### src/rtl/burst_seq_pkg.sv
package burst_seq_pkg;

    typedef enum logic {
        BLEN_4 = 1'b0,
        BLEN_8 = 1'b1
    } burst_len_e;

    typedef enum logic {
        ORD_SEQ   = 1'b0,
        ORD_INTLV = 1'b1
    } burst_order_e;

    localparam int OFS_W  = 3;
    localparam int BEAT_W = 3;

    function automatic logic [BEAT_W-1:0] final_beat(burst_len_e len);
        return (len == BLEN_8) ? BEAT_W'(7) : BEAT_W'(3);
    endfunction

endpackage

### src/rtl/burst_ctrl.sv
module burst_ctrl
    import burst_seq_pkg::*;
#(
    parameter int COL_W = 10
) (
    input  logic                clk,
    input  logic                rst_n,
    input  logic                start_i,
    input  logic [COL_W-1:0]    start_col_i,
    input  logic                bl8_i,
    input  logic                intlv_i,
    output logic                active_o,
    output logic                last_o,
    output logic [BEAT_W-1:0]   beat_o,
    output logic [COL_W-1:0]    base_o,
    output burst_len_e          len_o,
    output burst_order_e        order_o
);

    typedef struct packed {
        logic                active;
        logic [BEAT_W-1:0]   beat;
        logic [COL_W-1:0]    base;
        burst_len_e          len;
        burst_order_e        order;
    } ctrl_t;

    ctrl_t cur_q, nxt_d;
    logic  at_end;

    always_comb begin
        nxt_d  = cur_q;
        at_end = cur_q.active && (cur_q.beat == final_beat(cur_q.len));
        if (!cur_q.active) begin
            if (start_i) begin
                nxt_d.active = 1'b1;
                nxt_d.beat   = '0;
                nxt_d.base   = start_col_i;
                nxt_d.len    = bl8_i   ? BLEN_8    : BLEN_4;
                nxt_d.order  = intlv_i ? ORD_INTLV : ORD_SEQ;
            end
        end else if (at_end) begin
            nxt_d.active = 1'b0;
            nxt_d.beat   = '0;
        end else begin
            nxt_d.beat = cur_q.beat + 1'b1;
        end
    end

    always_ff @(posedge clk) begin
        if (!rst_n) begin
            cur_q <= '{active: 1'b0, beat: '0, base: '0, len: BLEN_4, order: ORD_SEQ};
        end else begin
            cur_q <= nxt_d;
        end
    end

    assign active_o = cur_q.active;
    assign last_o   = at_end;
    assign beat_o   = cur_q.beat;
    assign base_o   = cur_q.base;
    assign len_o    = cur_q.len;
    assign order_o  = cur_q.order;

endmodule

### src/rtl/burst_offset_gen.sv
module burst_offset_gen
    import burst_seq_pkg::*;
(
    input  logic [OFS_W-1:0]  start_ofs_i,
    input  logic [BEAT_W-1:0] beat_i,
    input  burst_len_e        len_i,
    input  burst_order_e      order_i,
    output logic [OFS_W-1:0]  ofs_o
);

    logic [1:0] lo_count;
    logic       hi_flip;

    always_comb begin
        lo_count = start_ofs_i[1:0] + beat_i[1:0];
        hi_flip  = (len_i == BLEN_8) ? beat_i[2] : 1'b0;
        if (order_i == ORD_INTLV) begin
            ofs_o = {start_ofs_i[2] ^ hi_flip, start_ofs_i[1:0] ^ beat_i[1:0]};
        end else begin
            ofs_o = {start_ofs_i[2] ^ hi_flip, lo_count};
        end
    end

endmodule

### src/rtl/burst_addr_merge.sv
module burst_addr_merge
    import burst_seq_pkg::*;
#(
    parameter int COL_W = 10
) (
    input  logic [COL_W-1:0] base_i,
    input  logic [OFS_W-1:0] ofs_i,
    input  burst_len_e       len_i,
    output logic [COL_W-1:0] col_o
);

    always_comb begin
        col_o      = base_i;
        col_o[1:0] = ofs_i[1:0];
        if (len_i == BLEN_8) begin
            col_o[2] = ofs_i[2];
        end
    end

endmodule

### src/rtl/burst_col_seq.sv
module burst_col_seq
    import burst_seq_pkg::*;
#(
    parameter int COL_W = 10
) (
    input  logic             clk,
    input  logic             rst_n,
    input  logic             start_i,
    input  logic [COL_W-1:0] start_col_i,
    input  logic             bl8_i,
    input  logic             intlv_i,
    output logic [COL_W-1:0] col_o,
    output logic             valid_o,
    output logic             last_o
);

    logic               active;
    logic               at_end;
    logic [BEAT_W-1:0]  beat;
    logic [COL_W-1:0]   base;
    burst_len_e         len;
    burst_order_e       order;
    logic [OFS_W-1:0]   ofs;

    burst_ctrl #(.COL_W(COL_W)) u_ctrl (
        .clk         (clk),
        .rst_n       (rst_n),
        .start_i     (start_i),
        .start_col_i (start_col_i),
        .bl8_i       (bl8_i),
        .intlv_i     (intlv_i),
        .active_o    (active),
        .last_o      (at_end),
        .beat_o      (beat),
        .base_o      (base),
        .len_o       (len),
        .order_o     (order)
    );

    burst_offset_gen u_ofs (
        .start_ofs_i (base[OFS_W-1:0]),
        .beat_i      (beat),
        .len_i       (len),
        .order_i     (order),
        .ofs_o       (ofs)
    );

    burst_addr_merge #(.COL_W(COL_W)) u_merge (
        .base_i (base),
        .ofs_i  (ofs),
        .len_i  (len),
        .col_o  (col_o)
    );

    assign valid_o = active;
    assign last_o  = at_end;

endmodule

### config.mk
export PLATFORM = sky130hd
export DESIGN_NAME = burst_col_seq
export DESIGN_NICKNAME = d
export VERILOG_FILES = /design/src/rtl/burst_seq_pkg.sv /design/src/rtl/burst_ctrl.sv /design/src/rtl/burst_offset_gen.sv /design/src/rtl/burst_addr_merge.sv /design/src/rtl/burst_col_seq.sv
export SDC_FILE = /design/constraint.sdc
export NUM_CORES = 1
export LEC_CHECK = 0
export ABC_CLOCK_PERIOD_IN_PS = 1000
export BUFFER_PORTS_ARGS = -buffer_cell sky130_fd_sc_hd__clkbuf_2
export CELL_PAD_IN_SITES_DETAIL_PLACEMENT = 1
export CELL_PAD_IN_SITES_GLOBAL_PLACEMENT = 1
export CORE_AREA = 8 8 59 61
export DETAILED_ROUTE_END_ITERATION = 6
export DIE_AREA = 0 0 67 69
export GPL_ROUTABILITY_DRIVEN = 1
export PLACE_DENSITY = 0.7
export SLEW_MARGIN = 20
export SYNTH_ARGS = -nofsm -noshare
export SYNTH_HDL_FRONTEND = slang
export SYNTH_SLANG_ARGS = --single-unit
export TNS_END_PERCENT = 10
### constraint.sdc
create_clock -name clk -period 1 [get_ports clk]
set_input_delay 0.05 -clock clk [delete_from_list [all_inputs] [get_ports clk]]
set_output_delay 0.05 -clock clk [all_outputs]
set_load 0.01 [all_outputs]
== Yosys cells after proc, flatten, opt, wreduce, memory -nomap -nowiden ==
Index checks and enable logic that the tools add are counted.

* Register bits: 16

* Mux-type cells: 10
* Eq/ne operators: 1
* Bitwise operators: 3
* Reductions and logical operators: 3
* Add/sub/neg operators: 2

{| class="wikitable"
|+ Operator list
! cell !! count
|-
| $mux W16 || 1
|-
| $mux W3 || 2
|-
| $mux W1 || 5
|-
| $mux W4 || 1
|-
| $add A3 B1 Y3 const B || 1
|-
| $eq A3 B3 Y1 || 1
|-
| $add A2 B2 Y2 || 1
|-
| $mux W2 || 1
|-
| $reduce_and A2 Y1 || 1
|-
| $reduce_bool A2 Y1 || 1
|-
| $xor A2 B2 Y2 || 1
|-
| $logic_and A1 B1 Y1 || 1
|-
| $not A1 Y1 || 1
|-
| $xor A1 B1 Y1 || 1
|}

== Logic depth before layout (Yosys ltp) ==
* Word-level depth: 5
* Gate-level depth with buffers: 4
* Depth with buffers taken out: 4

== Hierarchy ==
From an unflattened synthesis, not the netlist that was laid out.

* Cell total of the unflattened synthesis: 90
* Area total of the unflattened synthesis: 792.0 µm²

{| class="wikitable"
|+ By module, submodules not included
! module !! times used !! seq. area each (µm²) !! cells an instance !! area each (µm²)
|-
| burst_ctrl || 1 || 320.3 || 74 || 660.6
|-
| burst_addr_merge || 1 || 0.0 || 10 || 82.6
|-
| burst_offset_gen || 1 || 0.0 || 6 || 48.8
|}

== Least setup slack after synthesis ==
No wires, ideal clock.

* Path kind: reg2reg
* Start: register u_ctrl.cur_q, in the netlist u_ctrl.beat_o[2]
* End: register u_ctrl.cur_q, in the netlist u_ctrl.active_o
* Required time: 0.872 ns
* Arrival: 1.037 ns
* Setup time: 0.128 ns
* Cell stages (with the launch flop): 5
* Buffers on the path: 0
* Path slack: -0.164 ns
* Cell sequence: dfxtp_1 > ha_1 > nand2b_1 > nor2_1 > nor3b_1

* Word-level cells in the longest chain between the ends: 4

{| class="wikitable"
|+ RTL lines
! element !! line !! RTL
|-
| start, declared || burst_ctrl.sv:28 || <nowiki>ctrl_t cur_q, nxt_d;</nowiki>
|-
| start signal, assigned || burst_ctrl.sv:52 || <nowiki>cur_q <= '{active: 1'b0, beat: '0, base: '0, len: BLEN_4, order: ORD_SEQ};</nowiki>
|-
| start signal, assigned || burst_ctrl.sv:54 || <nowiki>cur_q <= nxt_d;</nowiki>
|-
| $eq A3 B3 Y1 || burst_ctrl.sv:33 || <nowiki>at_end = cur_q.active && (cur_q.beat == final_beat(cur_q.len));</nowiki>
|-
| $logic_and A1 B1 Y1 || burst_ctrl.sv:33 ||
|-
| named net last_o || burst_col_seq.sv:14 || <nowiki>output logic last_o</nowiki>
|-
| $mux W1 || burst_ctrl.sv:42 || <nowiki>end else if (at_end) begin</nowiki>
|-
| $mux W4 || burst_ctrl.sv:34 || <nowiki>if (!cur_q.active) begin</nowiki>
|}

The timed path passes the listed nets, and every way through them passes these cells.
A chain may end at the register's enable or synchronous reset.

== Worst setup path after layout ==
* Start: register u_ctrl.cur_q, in the netlist u_ctrl.beat_o[2]
* End: output port last_o

* Word-level cells in the longest chain between the ends: 2

{| class="wikitable"
|+ RTL lines
! element !! line
|-
| $eq A3 B3 Y1 || burst_ctrl.sv:33
|-
| $logic_and A1 B1 Y1 || burst_ctrl.sv:33
|-
| end, declared || burst_col_seq.sv:14
|}

Every way passes these cells.

==> results_dict.tcl <==
set metrics [dict create \
    outcome "complete, but fails checks" \
    violations "negative setup slack" \
    place_hpwl_um 1460 \
    whs_endpoint "u_ctrl.beat_o[1]" \
    ant_nets 0 \
    synth_top_area_cell "dfxtp_1" \
    p_comb_frac 0.192 \
    period_share 1.27 \
    wirelength_um 2040 \
    final_common_cell "nand2_1" \
    grt_max_degree 18 \
    multi_input_area_um2 430 \
    place_congestion 0.753 \
    clockPowerShare 0.308 \
    required_ps 950 \
    hp-start "start_i" \
    netSwitchingFraction 0.255 \
    die_x_um 67 \
    antenna_found_initial 0 \
    fmax_mhz 790 \
    drt_iter0_markers 12 \
    yosysWarnings 0 \
    wl_met2_um 1000 \
    top_layer_used "met3" \
    numPortBuffers 26 \
    min_path_cells 4 \
    maxCapViolations 0 \
    antenna_cells 0 \
    dr_wl_met3_um 183 \
    synth_xor_xnor_area_share 0.0340 \
    crit_path_start_kind "register" \
    rsz0062_at_grt "yes" \
    yosys.area_share.simple 0.224 \
    fin_crit_ps 1270 \
    timing.rr.end "u_ctrl.beat_o[1]" \
    viasPerCell 4.44 \
    fp-row-count 19 \
    ios 27 \
    drt_first_pass_iters 3 \
    cts_made_buffers 3 \
    synthCells 87 \
    first_global_vias 788 \
    nets 148 \
    grtUsageTotal 0.0880 \
    regArea_um2 328 \
    synth_top_area_share 0.415 \
    syn_area_per_cell_um2 8.87 \
    power_density_nw_per_um2 1200 \
    syn_area_um2 772 \
    slew_headroom 0.802 \
    setup_viol 11 \
    fp.dieArea_um2 4620 \
    pwr-share-seq 0.500 \
    clock_skew_ps 1.47 \
    fill_cells 309 \
    power_switching_mw 0.358 \
    yosysUniqueCellTypes 22 \
    vdd_drop_max_v 0.000854 \
    synth_nets 105 \
    wl_per_cell_um 12.7 \
    vias 710 \
    synthMuxAreaShare 0 \
    cp_max_fo 2 \
    initial_core_util 0.295 \
    final_cells 160 \
    numClockSinks 16 \
    p_int_mw 1.05 \
    crit_type "register to primary output" \
    htreeDepth 1 \
    maxSlewViolCount 0 \
    fin_util 0.447 \
    wl_met1_um 851 \
    syn_to_final_growth_pct 51.4 \
    worst_hold_path_type "primary input to register" \
    crit_arrival_ps 1220 \
    final_cell_mix "27 x nand2_1, 23 x clkbuf_2, 12 x dlygate4sd3_1" \
    grt_first_pass_wirelength_um 3310 \
    worst_pin_slew_ps 297 \
    clkLatencyLatePin_ps 290 \
    hold_viol 0 \
    synth_top_family_by_area "simple AND/OR/NAND/NOR gates" \
    r2r-start "u_ctrl.beat_o[2]" \
    ys_top_cells_by_area "dfxtp_1 41%, nand2_1 13%, buf_4 7.8%" \
    timing.final.ws_setup_ps -266 \
    core-area_um2 2620 \
    synth_compound_area_frac 0.177 \
    whs_ps 166 \
    drc 0 \
    power_mw 1.41 \
    synth_adder_area_share 0.0486 \
    r2r_slack_ps -140 \
    path_clk_slew_ps 90 \
    yosysSeqAreaShare 0.415 \
    p_leak_nw 0.502 \
    ys_ff_latch 16 \
    cts_tree "built" \
    dp_cells 143 \
    clockBufferDepth 2 \
    critPathCaptureType "primary output" \
    cts-root-buf "clkbuf_4" \
    drive_above_1_share 0.457 \
    fin_setup_tns_ps -1150 \
    grt_remaining_overflow 0 \
    reg2reg_depth 5 \
    die_y_um 69 \
]
## repair_timing
item | in CTS | in global routing
setup endpoints to repair | 12 | 20
pin swaps | 3 | 3
gates resized for setup | 7 | 10
buffers inserted | 1 | 0
hold buffers | 12 | 0
endpoints found under the hold margin | 12 | 0
## area by class of cell
type                            count  share of cell area
Multi-Input combinational cell     60               0.368
Timing Repair Buffer               48               0.284
Sequential cell                    16               0.281
Clock buffer                        4              0.0310
Inverter                            1             0.00321
Tap cell                           31              0.0332
## per-stage QoR
stage	setup WS (ps)	area, um^2
4_1_cts	-313	1140
3_5_place_dp	-121	950
5_1_grt	-326	1170
3_3_place_gp	-75.1	950
6_report	-266	1170
2_1_floorplan	-69.4	788
## synthesized netlist by cell type
library cell and n:
a31oi_1 1, dfxtp_1 16, nor3b_1 2, xnor2_1 3
clkbuf_1 1, nor2_1 2, nand2_1 27, o21bai_1 1
nand3b_1 1, nor2b_2 1, ha_1 3, nor2b_1 2
nand2b_2 1, a21boi_1 6, a21boi_2 4, a32o_1 1
nand2b_1 1, buf_6 1, nor3_1 1, a21boi_0 3
inv_1 1, buf_4 8
## worst max-delay path: stages, from the launching register on
cell,delay [ps]
dfxtp_2,350
ha_4,230
nand2b_4,150
nor2_4,90
buf_6,110
## cell families after synthesis
group,after synthesis
compound gates,16
xor+xnor,3
fa+ha+maj,3
buf+inv,11
flops,16
simple gates,38
## state kept, by name (all words and copies together) (netlist names)
register	count
u_ctrl.active_o	1
u_ctrl.base_o	10
u_ctrl.order_o	1
u_ctrl.len_o	1
u_ctrl.beat_o	3
## power by group through the flow
stage | clock, mW | combinational (mW) | sequential [mW]
floorplan | 0 | 0.144 | 0.707
global placement | 0 | 0.222 | 0.707
detailed placement | 0 | 0.228 | 0.710
CTS | 0.460 | 0.270 | 0.698
global route | 0.492 | 0.299 | 0.707
finish | 0.433 | 0.270 | 0.702
## worst max-delay path by stage
| stage | start | endpoint | cells past startpoint |
|---|---|---|---|
| global placement | u_ctrl.beat_o[2] | u_ctrl.beat_o[1] | 4 |
| global route | u_ctrl.beat_o[2] | last_o | 4 |
| floorplan | u_ctrl.beat_o[2] | u_ctrl.beat_o[1] | 4 |
| CTS | u_ctrl.beat_o[2] | last_o | 4 |
| finish | u_ctrl.beat_o[2] | last_o | 4 |
| detailed placement | u_ctrl.beat_o[2] | u_ctrl.beat_o[1] | 4 |
## routing by layer
metal,vias up,global-route usage
li1,361,-
met1,332,0.0956
met2,17,0.154
met3,0,0.0420
met4,0,0.00698
met5,-,0
No activity file was read; power rests on OpenSTA's default activity.
